--- config.mk ---
export PLATFORM = sky130hd
export DESIGN_NAME = ref_activity_mon
export DESIGN_NICKNAME = d
export VERILOG_FILES = /design/src/rtl/ref_activity_pkg.sv /design/src/rtl/ref_activity_sync.sv /design/src/rtl/ref_activity_edge.sv /design/src/rtl/ref_activity_window.sv /design/src/rtl/ref_activity_flag.sv /design/src/rtl/ref_activity_mon.sv
export SDC_FILE = /design/constraint.sdc
export NUM_CORES = 1
export LEC_CHECK = 0
export BUFFER_PORTS_ARGS = -buffer_cell sky130_fd_sc_hd__buf_2
export CORE_AREA = 2 2 39 41
export DETAILED_ROUTE_END_ITERATION = 10
export DIE_AREA = 0 0 41 43
export SLEW_MARGIN = 25
export SYNTH_ARGS = -nofsm -noshare
export SYNTH_HDL_FRONTEND = slang
export SYNTH_SLANG_ARGS = --single-unit
export TNS_END_PERCENT = 20
--- constraint.sdc ---
create_clock -name clk_i -period 1.2 [get_ports clk_i]
set_clock_uncertainty 0.15 [all_clocks]
set_input_delay 0.12 -clock clk_i [delete_from_list [all_inputs] [get_ports clk_i]]
set_output_delay 0.12 -clock clk_i [all_outputs]
set_load 0.005 [all_outputs]
--- src/rtl/ref_activity_pkg.sv ---
package ref_activity_pkg;
  parameter int unsigned DEF_NUM_REF     = 2;
  parameter int unsigned DEF_SYNC_STAGES = 2;
  parameter int unsigned DEF_WIN_CYCLES  = 1;

  function automatic int unsigned cnt_width(input int unsigned depth);
    return (depth > 1) ? $clog2(depth) : 1;
  endfunction
endpackage

--- src/rtl/ref_activity_sync.sv ---
module ref_activity_sync #(
  parameter int unsigned WIDTH  = 1,
  parameter int unsigned STAGES = 2,
  parameter logic [WIDTH-1:0] RST_VAL = '0
) (
  input  logic             clk_i,
  input  logic             rst_ni,
  input  logic [WIDTH-1:0] d_i,
  output logic [WIDTH-1:0] q_o
);
  logic [WIDTH-1:0] stg_q [STAGES];

  for (genvar s = 0; s < STAGES; s++) begin : g_stage
    if (s == 0) begin : g_first
      always_ff @(posedge clk_i or negedge rst_ni) begin
        if (!rst_ni) stg_q[s] <= RST_VAL;
        else         stg_q[s] <= d_i;
      end
    end else begin : g_next
      always_ff @(posedge clk_i or negedge rst_ni) begin
        if (!rst_ni) stg_q[s] <= RST_VAL;
        else         stg_q[s] <= stg_q[s-1];
      end
    end
  end

  assign q_o = stg_q[STAGES-1];
endmodule

--- src/rtl/ref_activity_edge.sv ---
module ref_activity_edge #(
  parameter int unsigned WIDTH = 1,
  parameter logic [WIDTH-1:0] RST_VAL = '0
) (
  input  logic             clk_i,
  input  logic             rst_ni,
  input  logic [WIDTH-1:0] q_i,
  output logic [WIDTH-1:0] chg_o
);
  logic [WIDTH-1:0] prev_q;

  always_ff @(posedge clk_i or negedge rst_ni) begin
    if (!rst_ni) prev_q <= RST_VAL;
    else         prev_q <= q_i;
  end

  assign chg_o = q_i ^ prev_q;
endmodule

--- src/rtl/ref_activity_window.sv ---
module ref_activity_window #(
  parameter int unsigned WIN_CYCLES = 1
) (
  input  logic clk_i,
  input  logic rst_ni,
  input  logic restart_i,
  output logic win_end_o
);
  localparam int unsigned CW = ref_activity_pkg::cnt_width(WIN_CYCLES);
  localparam logic [CW-1:0] LAST = CW'(WIN_CYCLES - 1);

  logic [CW-1:0] cnt_q;

  assign win_end_o = (cnt_q == LAST);

  always_ff @(posedge clk_i or negedge rst_ni) begin
    if (!rst_ni)                     cnt_q <= '0;
    else if (restart_i || win_end_o) cnt_q <= '0;
    else                             cnt_q <= cnt_q + 1'b1;
  end
endmodule

--- src/rtl/ref_activity_flag.sv ---
module ref_activity_flag (
  input  logic clk_i,
  input  logic rst_ni,
  input  logic clr_i,
  input  logic win_end_i,
  input  logic chg_i,
  output logic bad_o
);
  logic seen_q;

  always_ff @(posedge clk_i or negedge rst_ni) begin
    if (!rst_ni) begin
      seen_q <= 1'b0;
      bad_o  <= 1'b0;
    end else if (clr_i) begin
      seen_q <= 1'b0;
      bad_o  <= 1'b0;
    end else if (win_end_i) begin
      bad_o  <= ~(seen_q | chg_i);
      seen_q <= 1'b0;
    end else if (chg_i) begin
      seen_q <= 1'b1;
    end
  end
endmodule

--- src/rtl/ref_activity_mon.sv ---
module ref_activity_mon #(
  parameter int unsigned NUM_REF     = ref_activity_pkg::DEF_NUM_REF,
  parameter int unsigned SYNC_STAGES = ref_activity_pkg::DEF_SYNC_STAGES,
  parameter int unsigned WIN_CYCLES  = ref_activity_pkg::DEF_WIN_CYCLES
) (
  input  logic               clk_i,
  input  logic               rst_ni,
  input  logic               init_ni,
  input  logic [NUM_REF-1:0] ref_i,
  output logic [NUM_REF-1:0] bad_o
);
  logic [NUM_REF-1:0] ref_sync;
  logic [NUM_REF-1:0] ref_chg;
  logic               init_sync;
  logic               init_chg;
  logic               init_fall;
  logic               win_end;

  ref_activity_sync #(.WIDTH(NUM_REF), .STAGES(SYNC_STAGES), .RST_VAL('0)) i_ref_sync (
    .clk_i, .rst_ni, .d_i(ref_i), .q_o(ref_sync)
  );

  ref_activity_edge #(.WIDTH(NUM_REF), .RST_VAL('0)) i_ref_edge (
    .clk_i, .rst_ni, .q_i(ref_sync), .chg_o(ref_chg)
  );

  // init idles high, so reset values of 1 avoid a false fall
  ref_activity_sync #(.WIDTH(1), .STAGES(SYNC_STAGES), .RST_VAL(1'b1)) i_init_sync (
    .clk_i, .rst_ni, .d_i(init_ni), .q_o(init_sync)
  );

  ref_activity_edge #(.WIDTH(1), .RST_VAL(1'b1)) i_init_edge (
    .clk_i, .rst_ni, .q_i(init_sync), .chg_o(init_chg)
  );

  assign init_fall = init_chg & ~init_sync;

  ref_activity_window #(.WIN_CYCLES(WIN_CYCLES)) i_window (
    .clk_i, .rst_ni, .restart_i(init_fall), .win_end_o(win_end)
  );

  for (genvar i = 0; i < NUM_REF; i++) begin : g_flag
    ref_activity_flag i_flag (
      .clk_i,
      .rst_ni,
      .clr_i    (init_fall),
      .win_end_i(win_end),
      .chg_i    (ref_chg[i]),
      .bad_o    (bad_o[i])
    );
  end
endmodule

Word-level counts from Yosys, hierarchy flattened
Cells that the tools add are included.
- flip-flop bits (word level): 14
- output and inout bits: 2
- word-level logic and storage cells: 36
- input bits: 5
- eq/ne operators: 3
- mux-type cells: 11
- reduce and logical (&&, ||, !) cells: 1
- add/sub/neg operators: 1
- bitwise gates (word level): 9
- operators by type and width (kind ; number):
    two-way mux 1 bit ; 11
    inequality test 3 x 2 -> 1 bit, second input constant ; 2
    inverter 1 bit ; 4
    inequality test 2 x 1 -> 1 bit, second input constant ; 1
    OR 1 bit ; 2
    bitwise XOR 2 bit ; 1
    adder 1 bit, second input constant ; 1
    bitwise AND 1 bit ; 1
    logical OR 1 bit ; 1
    bitwise XOR 1 bit ; 1

Logic depth before layout (Yosys ltp)
- word-level depth: 5
- mapped depth: 3
- mapped depth without buffers: 3

By module
A second synthesis with hierarchy kept.
- cells, all modules: 32
- area, all modules: 471.7 um^2
- modules (own cells, without submodules) (module ; times used ; seq. area each (um^2) ; cells an instance ; area each (um^2)):
    ref_activity_flag ; 2 ; 50.0 ; 7 ; 77.6
    ref_activity_sync (i_ref_sync) ; 1 ; 100.1 ; 6 ; 115.1
    ref_activity_edge (i_ref_edge) ; 1 ; 50.0 ; 4 ; 67.6
    ref_activity_sync (i_init_sync) ; 1 ; 52.6 ; 2 ; 52.6
    ref_activity_edge (i_init_edge) ; 1 ; 26.3 ; 2 ; 35.0
    ref_activity_window ; 1 ; 25.0 ; 3 ; 32.5
    ref_activity_mon ; 1 ; 0.0 ; 1 ; 13.8

Worst setup path before layout
Ideal clock, no wire load.
- kind: reg-to-reg
- from: reg i_ref_edge.prev_q[0]
- to: reg g_flag[0].i_flag.bad_o
- path buffers: 0
- required time: 0.973 ns
- setup time: 0.077 ns
- clock period less this slack: 1.156 ns
- data arrival time: 0.929 ns
- cell stages (with the launch flop): 4
- slack: 0.044 ns
- path through: dfrtp_1 > xor2_1 > or3_1 > a21oi_1
- word-level cells in the longest chain between the ends: 5
- ends and longest elaborated chain (item ; line ; RTL):
    from (decl) ; ref_activity_edge.sv:10 ; logic [WIDTH-1:0] prev_q;
    from (signal assigned) ; ref_activity_edge.sv:14 ; else prev_q <= q_i;
    bitwise XOR 2 bit ; ref_activity_edge.sv:17 ; assign chg_o = q_i ^ prev_q;
    OR 1 bit ; ref_activity_flag.sv:19 ; bad_o <= ~(seen_q | chg_i);
    inverter 1 bit ; ref_activity_flag.sv:19 ;
    two-way mux 1 bit ; ref_activity_flag.sv:18 ; end else if (win_end_i) begin
    two-way mux 1 bit ; ref_activity_flag.sv:15 ; end else if (clr_i) begin
    to (signal assigned) ; ref_activity_flag.sv:19 ;
    to (decl) ; ref_activity_flag.sv:7 ; output logic bad_o
Every way passes these cells. The select of a mux whose other input is x is not followed.
A chain may end at the register's enable or synchronous reset.

Worst setup path in the final report
- from: reg i_ref_sync.stg_q, in the netlist i_ref_sync.q_o[0]
- to: reg g_flag[0].i_flag.bad_o
- word-level cells in the longest chain between the ends: 5
- ends and longest elaborated chain (item ; line ; RTL):
    from (decl) ; ref_activity_sync.sv:11 ; logic [WIDTH-1:0] stg_q [STAGES];
    from (signal, indexed assignment) ; ref_activity_sync.sv:22 ; else stg_q[s] <= stg_q[s-1];
    bitwise XOR 2 bit ; ref_activity_edge.sv:17 ;
    OR 1 bit ; ref_activity_flag.sv:19 ;
    inverter 1 bit ; ref_activity_flag.sv:19 ;
    two-way mux 1 bit ; ref_activity_flag.sv:18 ;
    two-way mux 1 bit ; ref_activity_flag.sv:15 ;
Every way passes these cells. The select of a mux whose other input is x is not followed.

==> key figures <==
CTS
  – Total CTS buffers: 3
  – Skew-Pair Late Insertion Delay: approximately 0.27 ns
  – # H-tree levels: 1
  – Root Buffer: clkbuf_4
  – TritonCTS clock tree: done
  – Clock tree sinks: 14
  – CTS max path bufs: 2
  – Clock transition at path regs: about 0.08 ns

Synthesis
  – Synth Instances: 31
  – Mean Syn Cell Area: 14.4 um^2
  – Synth top cells by count: dfrtp_1 (11), nor2_1 (4), dfstp_2 (3)
  – Yosys warns: 0
  – Post-synthesis sequential area ratio: between 70% and 80%
  – Yosys cell types: 11
  – Top cell type's share of synthesized area: between 60% and 70%
  – Post-synth EDFFs: 0
  – Net Count, Synth: 36
  – Main synth FF type: dfrtp_1
  – Ranking of synthesized cells by area: dfrtp_1 (61%), dfstp_2 (18%), xor2_1 (3.9%), buf_4 (3.4%), nor2_1 (3.4%)
  – Count leader, synth: dfrtp_1
  – Leading area contributor after synthesis: dfrtp_1
  – Netlist Area Pre-Place: ~450 um^2
  – Seq cells post-synth: 14
  – Async SR Flop Fraction: 100%

Finish
  – Share of layout cells above drive strength 1: approximately a third
  – Area growth from synthesis to layout: 24.0%
  – Nets@finish: around 50
  – Final core utilization: between 40% and 50%
  – Number of diodes: 0
  – Final instance area: around 560 um^2

STA
  – Final setup vio count: 2
  – Final period util: 103%
  – RSZ-0062 raised after global routing: true
  – Post-layout worst setup margin: -0.0388 ns
  – Max-slew violation total from the final report: 0
  – Max frequency: about 800 MHz
  – Hold Fails Final Rpt: 0
  – Min Tclk post-route: 1.24 ns

Setup path
  – Max FO, Critical Path: 2
  – Worst Reg-to-Reg Cells: 3
  – Critical Path AT: 1.28 ns
  – CP Data Required Time: 1.24 ns
  – R2R setup slack: -0.04 ns
  – R2r startpoint: i_ref_sync.q_o[0]
  – Crit start category: flop
  – Critical path endpoint category: flop
  – Crit path from: i_ref_sync.q_o[0]
  – Crit Reg-Reg Endpoint: g_flag[0].i_flag.bad_o
  – CP Class: reg -> reg

Die
  – Initial Util: 32.4%
  – Row count: 14
  – Core area: roughly 1400 um^2
  – Die width: roughly 41 um
  – Die footprint: 1760 um^2
  – I/O pin cnt: 7
  – Die height: between 40 and 50 um

Power
  – Leakage: 0.258 nW
  – PwrDens: 1510 nW/um^2
  – VDD IR-drop max: 0.679 mV
  – Total power: roughly 0.84 mW

Worst hold path
  – Hold WC Path Type: in -> async

Outcome
  – Outcome: finished with violations
  – Failing checks: negative setup slack

Detailed routing
  – DR iter-0 viols: 0
  – DRT Pass-1 Iters: 1
  – DRT antenna net count: 0
  – Avg WL per Cell: about 9.7 um
  – Final WL: roughly 570 um
  – DR vias: about 240
  – Remaining DRCs: 0
  – Vias per cell: 4.05

Global route
  – Initial antenna violation count: 0
  – Total gr overflow: 0
  – Vias in the first global route: 282
  – Largest net degree at the start of global routing: 15
  – GRT Util Overall: around a tenth
  – First-pass GRT wire length: approximately 1100 um

Flow run
  – Max-cap viol count: 0

Placed design
  – Placed inst area: about 480 um^2
  – Routability cong.: around 0.67
  – Port Buffers: 6
==> worst max-delay path by stage <==
| stage | endpoint | depth (start not counted) |
|---|---|---|
| 2_1_floorplan | g_flag[0].i_flag.bad_o | 3 |
| 3_3_place_gp | g_flag[1].i_flag.bad_o | 3 |
| 3_5_place_dp | g_flag[0].i_flag.bad_o | 3 |
| 4_1_cts | g_flag[0].i_flag.bad_o | 3 |
| 5_1_grt | g_flag[0].i_flag.bad_o | 3 |
| 6_report | g_flag[0].i_flag.bad_o | 3 |
==> routing by layer <==
layer | track usage [%] | vias to the layer above | wire [um]
met5 | 0 | - | 0
met4 | 8.00 | 0 | 0
met3 | 3.14 | 0 | 28
met2 | 13.8 | 7 | 301
met1 | 10.7 | 115 | 241
li1 | - | 117 | -
==> final cells by class <==
type                    instances  area (um^2)
fillers                       138          828
flip-flops and latches         14          354
multi-input cells              15         85.1
repair buffers                 10         70.1
clock buffers                   4         26.3
well taps                      16         20.0
==> flip-flops by register name, summed over array words and instances, names as in the netlist <==
name / count
i_init_sync.stg_q: 1
i_ref_sync.stg_q: 2
i_ref_sync.q_o: 2
g_flag.i_flag.bad_o: 2
i_ref_edge.prev_q: 2
i_window.cnt_q: 1
g_flag.i_flag.seen_q: 2
i_init_edge.prev_q: 1
i_init_sync.q_o: 1
==> worst max-delay path, cell delays in order (launching register included) <==
cell,delay (ns)
dfrtp_1,0.40
xor2_1,0.15
or3_1,0.33
a21oi_2,0.13
==> report_power, final <==
part / total, mW / switching (mW) / leakage (nW) / internal (mW)
combinational: 0.0605 / 0.0286 / 0.0780 / 0.0319
clock: 0.256 / 0.127 / 0.0150 / 0.128
sequential: 0.520 / 0.0144 / 0.165 / 0.506
==> what timing repair did <==
| item | 4_1_cts | 5_1_grt |
|---|---|---|
| endpoints found under the setup margin | 2 | 4 |
| gates resized for setup | 1 | 1 |
| cloned | 0 | 0 |
| endpoints found under the hold margin | 17 | 0 |
| hold buffers | 4 | 0 |
| buffers inserted | 0 | 0 |
| pin swaps | 2 | 0 |
==> kinds of logic after synthesis <==
family / synth area share [%]
buf+inv: 3.35
flops: 79.1
simple gates: 10.6
xor+xnor: 3.91
compound gates: 2.23
other cells: 0.837
==> stage by stage <==
step                      setup WS [ns]  instances  hold slack [ns]  setup TNS (ns)
after floorplan                  0.0438         31           -0.326               0
after global placement          0.00333         51           -0.137               0
after detailed placement        -0.0446         51           -0.127         -0.0532
after CTS                       -0.0555         59            0.103         -0.0786
after global routing             -0.103         59            0.130          -0.151
final                           -0.0388         59            0.108         -0.0465
==> layout by cell type (no fill, tap or decap), types with 2 or more instances in the layout <==
cell | Yosys | layout
buf_2 | 0 | 6
clkbuf_4 | 0 | 3
dfrtp_1 | 11 | 11
dfstp_2 | 3 | 3
dlygate4sd3_1 | 0 | 4
nand2_1 | 2 | 2
nor2_1 | 4 | 4
or3_1 | 2 | 2
xor2_1 | 2 | 2
Power figures use the tool's default switching activity.
